$ cat config.mk
export PLATFORM = sky130hd
export DESIGN_NAME = vpq_unit
export DESIGN_NICKNAME = d
export VERILOG_FILES = /design/src/rtl/vpq_pkg.sv /design/src/rtl/vpq_compare.sv /design/src/rtl/vpq_combine.sv /design/src/rtl/vpq_predfile.sv /design/src/rtl/vpq_unit.sv
export SDC_FILE = /design/constraint.sdc
export NUM_CORES = 1
export LEC_CHECK = 0
export BUFFER_PORTS_ARGS = -buffer_cell sky130_fd_sc_hd__clkbuf_2
export CAP_MARGIN = 15
export CELL_PAD_IN_SITES_DETAIL_PLACEMENT = 2
export CELL_PAD_IN_SITES_GLOBAL_PLACEMENT = 2
export CORE_UTILIZATION = 30
export CTS_BUF_LIST = sky130_fd_sc_hd__clkbuf_2 sky130_fd_sc_hd__clkbuf_4 sky130_fd_sc_hd__clkbuf_8
export CTS_CLUSTER_SIZE = 28
export DETAILED_ROUTE_END_ITERATION = 7
export GPL_TIMING_DRIVEN = 0
export PLACE_DENSITY = 0.92
export SYNTH_ARGS = -nofsm -noshare
export SYNTH_HDL_FRONTEND = slang
export SYNTH_SLANG_ARGS = --single-unit
$ cat constraint.sdc
create_clock -name clk -period 4.2 [get_ports clk]
set_input_delay 0 -clock clk [delete_from_list [all_inputs] [get_ports clk]]
set_output_delay 0 -clock clk [all_outputs]
set_load 0.03 [all_outputs]
$ cat src/rtl/vpq_pkg.sv
package vpq_pkg;

    typedef enum logic [1:0] {
        OPK_NONE  = 2'd0,
        OPK_CMP   = 2'd1,
        OPK_COMB  = 2'd2,
        OPK_STORE = 2'd3
    } opk_e;

    typedef enum logic [1:0] {
        CF_AND  = 2'd0,
        CF_OR   = 2'd1,
        CF_XOR  = 2'd2,
        CF_XOR2 = 2'd3
    } cfn_e;

    typedef struct packed {
        logic word;
        logic gt;
    } cmp_mode_t;

    typedef struct packed {
        cfn_e fn;
        logic inv;
    } comb_ctl_t;

    localparam int LANE_BYTES = 4;

    function automatic logic is_xor(input cfn_e f);
        return (f == CF_XOR) || (f == CF_XOR2);
    endfunction

endpackage

$ cat src/rtl/vpq_compare.sv
module vpq_compare
    import vpq_pkg::*;
#(
    parameter int VB = 16
) (
    input  logic [VB*8-1:0] op_a,
    input  logic [VB*8-1:0] op_b,
    input  cmp_mode_t       mode,
    output logic [VB-1:0]   mask
);
    localparam int NW = VB / LANE_BYTES;

    logic [VB-1:0] byte_res;
    logic [VB-1:0] word_res;

    for (genvar i = 0; i < VB; i++) begin : g_byte
        logic signed [7:0] xa, xb;
        assign xa = op_a[8*i +: 8];
        assign xb = op_b[8*i +: 8];
        assign byte_res[i] = mode.gt ? (xa > xb) : (xa == xb);
    end

    for (genvar w = 0; w < NW; w++) begin : g_word
        logic signed [31:0] wa, wb;
        logic               hit;
        assign wa  = op_a[32*w +: 32];
        assign wb  = op_b[32*w +: 32];
        assign hit = mode.gt ? (wa > wb) : (wa == wb);
        assign word_res[LANE_BYTES*w +: LANE_BYTES] = {LANE_BYTES{hit}};
    end

    assign mask = mode.word ? word_res : byte_res;

endmodule

$ cat src/rtl/vpq_combine.sv
module vpq_combine
    import vpq_pkg::*;
#(
    parameter int VB = 16
) (
    input  logic [VB-1:0] pa,
    input  logic [VB-1:0] pb,
    input  comb_ctl_t     ctl,
    output logic [VB-1:0] res
);
    logic [VB-1:0] pb_eff;

    always_comb begin
        pb_eff = (ctl.inv && !is_xor(ctl.fn)) ? ~pb : pb;
        unique case (ctl.fn)
            CF_AND:  res = pa & pb_eff;
            CF_OR:   res = pa | pb_eff;
            default: res = pa ^ pb_eff;
        endcase
    end

endmodule

$ cat src/rtl/vpq_predfile.sv
module vpq_predfile #(
    parameter int VB = 16,
    parameter int NP = 4,
    localparam int SW = (NP > 1) ? $clog2(NP) : 1
) (
    input  logic                   clk,
    input  logic                   rst,
    input  logic                   wr_en,
    input  logic [SW-1:0]          wr_sel,
    input  logic [VB-1:0]          wr_data,
    output logic [NP-1:0][VB-1:0]  pred_q
);
    for (genvar r = 0; r < NP; r++) begin : g_reg
        always_ff @(posedge clk) begin
            if (rst)
                pred_q[r] <= '0;
            else if (wr_en && (wr_sel == SW'(r)))
                pred_q[r] <= wr_data;
        end
    end


    pred_hold_chk: assert property (@(posedge clk) disable iff (rst)
        !wr_en |=> $stable(pred_q));

endmodule

$ cat src/rtl/vpq_unit.sv
module vpq_unit
    import vpq_pkg::*;
#(
    parameter int VB = 16,
    parameter int NP = 4,
    localparam int VW = VB * 8,
    localparam int SW = (NP > 1) ? $clog2(NP) : 1,
    localparam int NW = VB / LANE_BYTES
) (
    input  logic             clk,
    input  logic             rst,
    input  logic             op_valid,
    input  logic [1:0]       op_kind,
    input  logic             elem_word,
    input  logic             cmp_gt,
    input  logic             splat_en,
    input  logic [31:0]      splat_val,
    input  logic [VW-1:0]    vec_a,
    input  logic [VW-1:0]    vec_b,
    input  logic [SW-1:0]    dst_sel,
    input  logic [SW-1:0]    src0_sel,
    input  logic [SW-1:0]    src1_sel,
    input  logic [1:0]       comb_fn,
    input  logic             comb_inv,
    input  logic             st_inv,
    output logic [NP*VB-1:0] pred_flat,
    output logic             mem_we,
    output logic [VB-1:0]    mem_be,
    output logic [VW-1:0]    mem_wdata
);
    opk_e                 kind;
    cmp_mode_t            cmode;
    comb_ctl_t            cctl;
    logic [VW-1:0]        opnd_b;
    logic [VB-1:0]        cmp_mask;
    logic [VB-1:0]        comb_res;
    logic [NP-1:0][VB-1:0] pred_q;
    logic                 pw_en;
    logic [VB-1:0]        pw_data;
    logic [VB-1:0]        st_mask;
    logic                 st_go;

    assign kind       = opk_e'(op_kind);
    assign cmode.word = elem_word;
    assign cmode.gt   = cmp_gt;
    assign cctl.fn    = cfn_e'(comb_fn);
    assign cctl.inv   = comb_inv;

    // broadcast scalar: whole word per lane, or low byte per byte
    always_comb begin
        if (!splat_en)
            opnd_b = vec_b;
        else if (elem_word)
            opnd_b = {NW{splat_val}};
        else
            opnd_b = {VB{splat_val[7:0]}};
    end

    vpq_compare #(.VB(VB)) u_cmp (
        .op_a (vec_a),
        .op_b (opnd_b),
        .mode (cmode),
        .mask (cmp_mask)
    );

    vpq_combine #(.VB(VB)) u_comb (
        .pa  (pred_q[src0_sel]),
        .pb  (pred_q[src1_sel]),
        .ctl (cctl),
        .res (comb_res)
    );

    assign pw_en   = op_valid && ((kind == OPK_CMP) || (kind == OPK_COMB));
    assign pw_data = (kind == OPK_CMP) ? cmp_mask : comb_res;

    vpq_predfile #(.VB(VB), .NP(NP)) u_pf (
        .clk     (clk),
        .rst     (rst),
        .wr_en   (pw_en),
        .wr_sel  (dst_sel),
        .wr_data (pw_data),
        .pred_q  (pred_q)
    );

    assign pred_flat = pred_q;

    // masked store stage
    assign st_mask = st_inv ? ~pred_q[src0_sel] : pred_q[src0_sel];
    assign st_go   = op_valid && (kind == OPK_STORE) && (|st_mask);

    always_ff @(posedge clk) begin
        if (rst) begin
            mem_we    <= 1'b0;
            mem_be    <= '0;
            mem_wdata <= '0;
        end else if (st_go) begin
            mem_we    <= 1'b1;
            mem_be    <= st_mask;
            mem_wdata <= vec_a;
        end else begin
            mem_we    <= 1'b0;
            mem_be    <= '0;
        end
    end


    wr_needs_bytes_chk: assert property (@(posedge clk) disable iff (rst)
        mem_we |-> (mem_be != '0));


    be_quiet_chk: assert property (@(posedge clk) disable iff (rst)
        !mem_we |-> (mem_be == '0));


    we_from_store_chk: assert property (@(posedge clk) disable iff (rst)
        mem_we |-> $past(op_valid && (op_kind == 2'd3)));


    cmp_lands_chk: assert property (@(posedge clk) disable iff (rst)
        (op_valid && (kind == OPK_CMP)) |=> (pred_q[$past(dst_sel)] == $past(cmp_mask)));

    for (genvar w = 0; w < NW; w++) begin : g_lane_chk

        word_lane_uniform_chk: assert property (@(posedge clk) disable iff (rst)
            elem_word |-> ((cmp_mask[LANE_BYTES*w +: LANE_BYTES] == '0) ||
                           (cmp_mask[LANE_BYTES*w +: LANE_BYTES] == '1)));
    end

endmodule

==> metrics.txt <==
Worst Hold Class=in -> reg; worst-path fanout max=10; Final ANT Viol Nets=0; total die area=52020 um^2; final-layout fill cell count=5615; Via density=5.964; Num CTS Buffers=43; slowest cell delay on critical path=810 ps; Netlist Area Pre-Place=15330 um^2; share of the synthesized area in the top cell type=0.2729; Port Buffers=508; min Tclk post-route=4322 ps; Die Wd=228.1 um; Critical Path Start=splat_en; H-tree Lvls=2; final non-filler cell total=3186; hold path startpoint=src0_sel[1]; clk slew on worst S/H paths=60 ps; Synthesis Warnings=0; Routed WL=106.5 mm; Tcrit/Tclk final=1.029; synth top area cells=dfxtp_1, ha_1, nand2_2; arrival time of the worst setup path=4850 ps; Setup Viol. Count Final=11; Post-synth EDFFs=0; Avg Cell Area, Syn=8.662 um^2; Worst-Skew Late Latency=680 ps; PwrDens=311.4 nW/um^2; final hold violation count=0; Multi-input gate area=10130 um^2; setup TNS=-689.0 ps; routability cong.=0.9240; Vias=19002; Bufs on Longest Clock Path=3; Initial Utilization=0.3050; placed cells=2951; largest net degree at the start of global routing=14; Power Total=6555 uW; Register Area=4184 um^2; row count=82; flops & latches, synth=209; clock skew=56.99 ps; layout cells sized above 1=0.3908; Worst Tran Pin Value=1135 ps; WP data required=4730 ps; fin nets=2936; Post-synth top flop=dfxtp_1; outcome=finished with violations; number of global-route vias before repair=21137; TritonCTS clock tree=yes; Post-route DRC=0; CP most frequent cell=o21ai_0; Syn Nets=2250; Overall Global Routing Usage=0.3910; Syn-to-layout area delta=37.28%; Slew Viols, Final=0; top cells by count, synth=dfxtp_1, nand2_2, ha_1; drt wl/cell=33.43 um; post-synthesis cell count=1770; post-route setup slack=-122.2 ps; CP endpoint kind=flop; total gr overflow=0; reg2reg start=u_pf.pred_q[54]; worst-path cell chain=clkbuf_1 > clkbuf_2 > clkdlybuf4s15_1 > o21ai_0 > ha_1 > a21oi_1 > o21ai_0 > o2bb2ai_1 > o31ai_1 > nor4bb_1 > nor3_1 > clkbuf_4 > a22o_1; largest area contributor in the netlist=dfxtp_1; Core Box Area=50270 um^2; initial antenna violation count=28; Seq/Total Area, Yosys=0.2729; design area=21050 um^2; FFs w/ async S/R, synth=0; worst rel slew slack=0.2400; I/O pin count=515; HPWL after DPL=72.74 mm; Util after Layout=0.4187; first-pass GRT wire length=148.7 mm; CTS Sinks=209; CP startpoint kind=input port; highest-delay cell along the critical path=clkdlybuf4s15_1; Area after DPL=18730 um^2; clk root buf=clkbuf_8; leakage power=0.009275 uW; crit path kind=in -> reg; Fmax=231.4 MHz; Die Y=228.1 um; failing checks=setup timing; drt initial violations=1313; most common cell in the netlist=dfxtp_1; Max rail drop VDD=0.0002750 V; Netlist cell types=66; First-pass DRT Iterations=6; maxcap violations=0
==> critical path, delay by kind of cell <==
| kind | cells | cell delay (ps) |
|---|---|---|
| adders and majority gates | 1 | 300 |
| AOI/OAI and AO/OA | 6 | 1930 |
| buffers and inverters | 4 | 1790 |
| and+or+nand+nor | 2 | 820 |
==> power breakdown <==
| group | total [uW] | internal (uW) | leakage (uW) | switching [uW] |
|---|---|---|---|---|
| logic | 1950 | 674 | 0.00711 | 1280 |
| clock network | 2500 | 1340 | 0.000470 | 1160 |
| registers | 2100 | 2040 | 0.00169 | 62.4 |
==> logic make-up (layout without fill, tap and decap cells) <==
group	count (synthesis)	count (layout)	synth area share
adder cells (fa/ha/maj)	174	174	0.1420
XOR/XNOR	32	32	0.01828
flip-flops	209	209	0.2729
AND/OR/NAND/NOR	552	552	0.1904
multiplexers	68	68	0.07083
other	0	32	0
AO/OA/AOI/OAI	546	546	0.2377
buffers and inverters	189	901	0.06790
==> cell type report <==
type | instances | share of cell area
Sequential cell | 209 | 0.1988
Buffer | 99 | 0.03406
Timing Repair Buffer | 642 | 0.1841
Tap cell | 672 | 0.03995
Inverter | 89 | 0.01587
Antenna cell | 32 | 0.003805
Clock inverter | 9 | 0.006182
Multi-Input combinational cell | 1372 | 0.4812
Clock buffer | 62 | 0.03608
==> per-layer routing <==
layer,track usage,part of all wire,vias up
met2,0.6646,0.47,1324
li1,-,-,7762
met4,0.3121,0.092,16
met5,0,0.00096,-
met3,0.1168,0.089,581
met1,0.4006,0.35,9319
==> final timing paths <==
check,to,cells past startpoint,slack (ps)
worst max-delay path,u_pf.pred_q[46],13,-120
worst min-delay path,mem_be[10],4,60
worst max register to register,mem_wdata[29],9,910
worst min register to register,mem_wdata[98],2,470
==> cells in the final DEF (no fill, tap or decap), types with 5 or more instances in the layout <==
| cell | Yosys | layout |
|---|---|---|
| buf_1 | 9 | 7 |
| clkbuf_2 | 0 | 513 |
| o21bai_1 | 6 | 6 |
| nor2b_1 | 17 | 17 |
| and4_1 | 6 | 6 |
| nor3_1 | 12 | 11 |
| o21ai_0 | 162 | 161 |
| a21oi_1 | 96 | 95 |
| xnor2_1 | 32 | 32 |
| a22o_1 | 25 | 25 |
| clkbuf_8 | 0 | 47 |
| buf_12 | 11 | 11 |
| dlygate4sd3_1 | 0 | 130 |
| nor2_1 | 56 | 56 |
| buf_6 | 19 | 20 |
| nor4_1 | 6 | 5 |
| o211ai_1 | 14 | 14 |
| clkbuf_4 | 0 | 16 |
| nand3_1 | 24 | 24 |
| and3_1 | 8 | 8 |
| a21o_1 | 41 | 40 |
| diode_2 | 0 | 32 |
| nand2_1 | 159 | 159 |
| a21oi_2 | 100 | 101 |
| nand2_2 | 200 | 200 |
| mux4_2 | 32 | 32 |
| o21a_1 | 7 | 7 |
| o2111ai_1 | 10 | 10 |
| ha_1 | 174 | 174 |
| nand4_1 | 31 | 31 |
| dfxtp_1 | 209 | 209 |
| a211oi_1 | 16 | 16 |
| mux2i_1 | 32 | 31 |
| inv_1 | 89 | 89 |
| nand2b_1 | 9 | 9 |
| a31oi_1 | 13 | 13 |
| o31ai_1 | 19 | 19 |
| a221oi_1 | 5 | 5 |
| clkbuf_1 | 57 | 51 |
==> through the flow <==
step	setup slack (ps)	hold WS, ps
global route	-36.87	69.08
detailed placement	-1424	254.3
finish	-122.2	59.31
global placement	-1110	248.9
floorplan	812.0	126.9
CTS	16.97	11.29
==> state kept, by name, indices dropped and copies added, names as in the netlist <==
name         cells
u_pf.pred_q     64
mem_wdata      128
mem_we           1
mem_be          16
==> repair_timing <==
| item | CTS | global route |
|---|---|---|
| setup buffers | 0 | 1 |
| setup endpoints to repair | 32 | 30 |
| pin swaps | 0 | 1 |
| resized for setup | 7 | 7 |
| hold buffers | 130 | 0 |
| endpoints found under the hold margin | 146 | 0 |
Power figures use the tool's default switching activity.
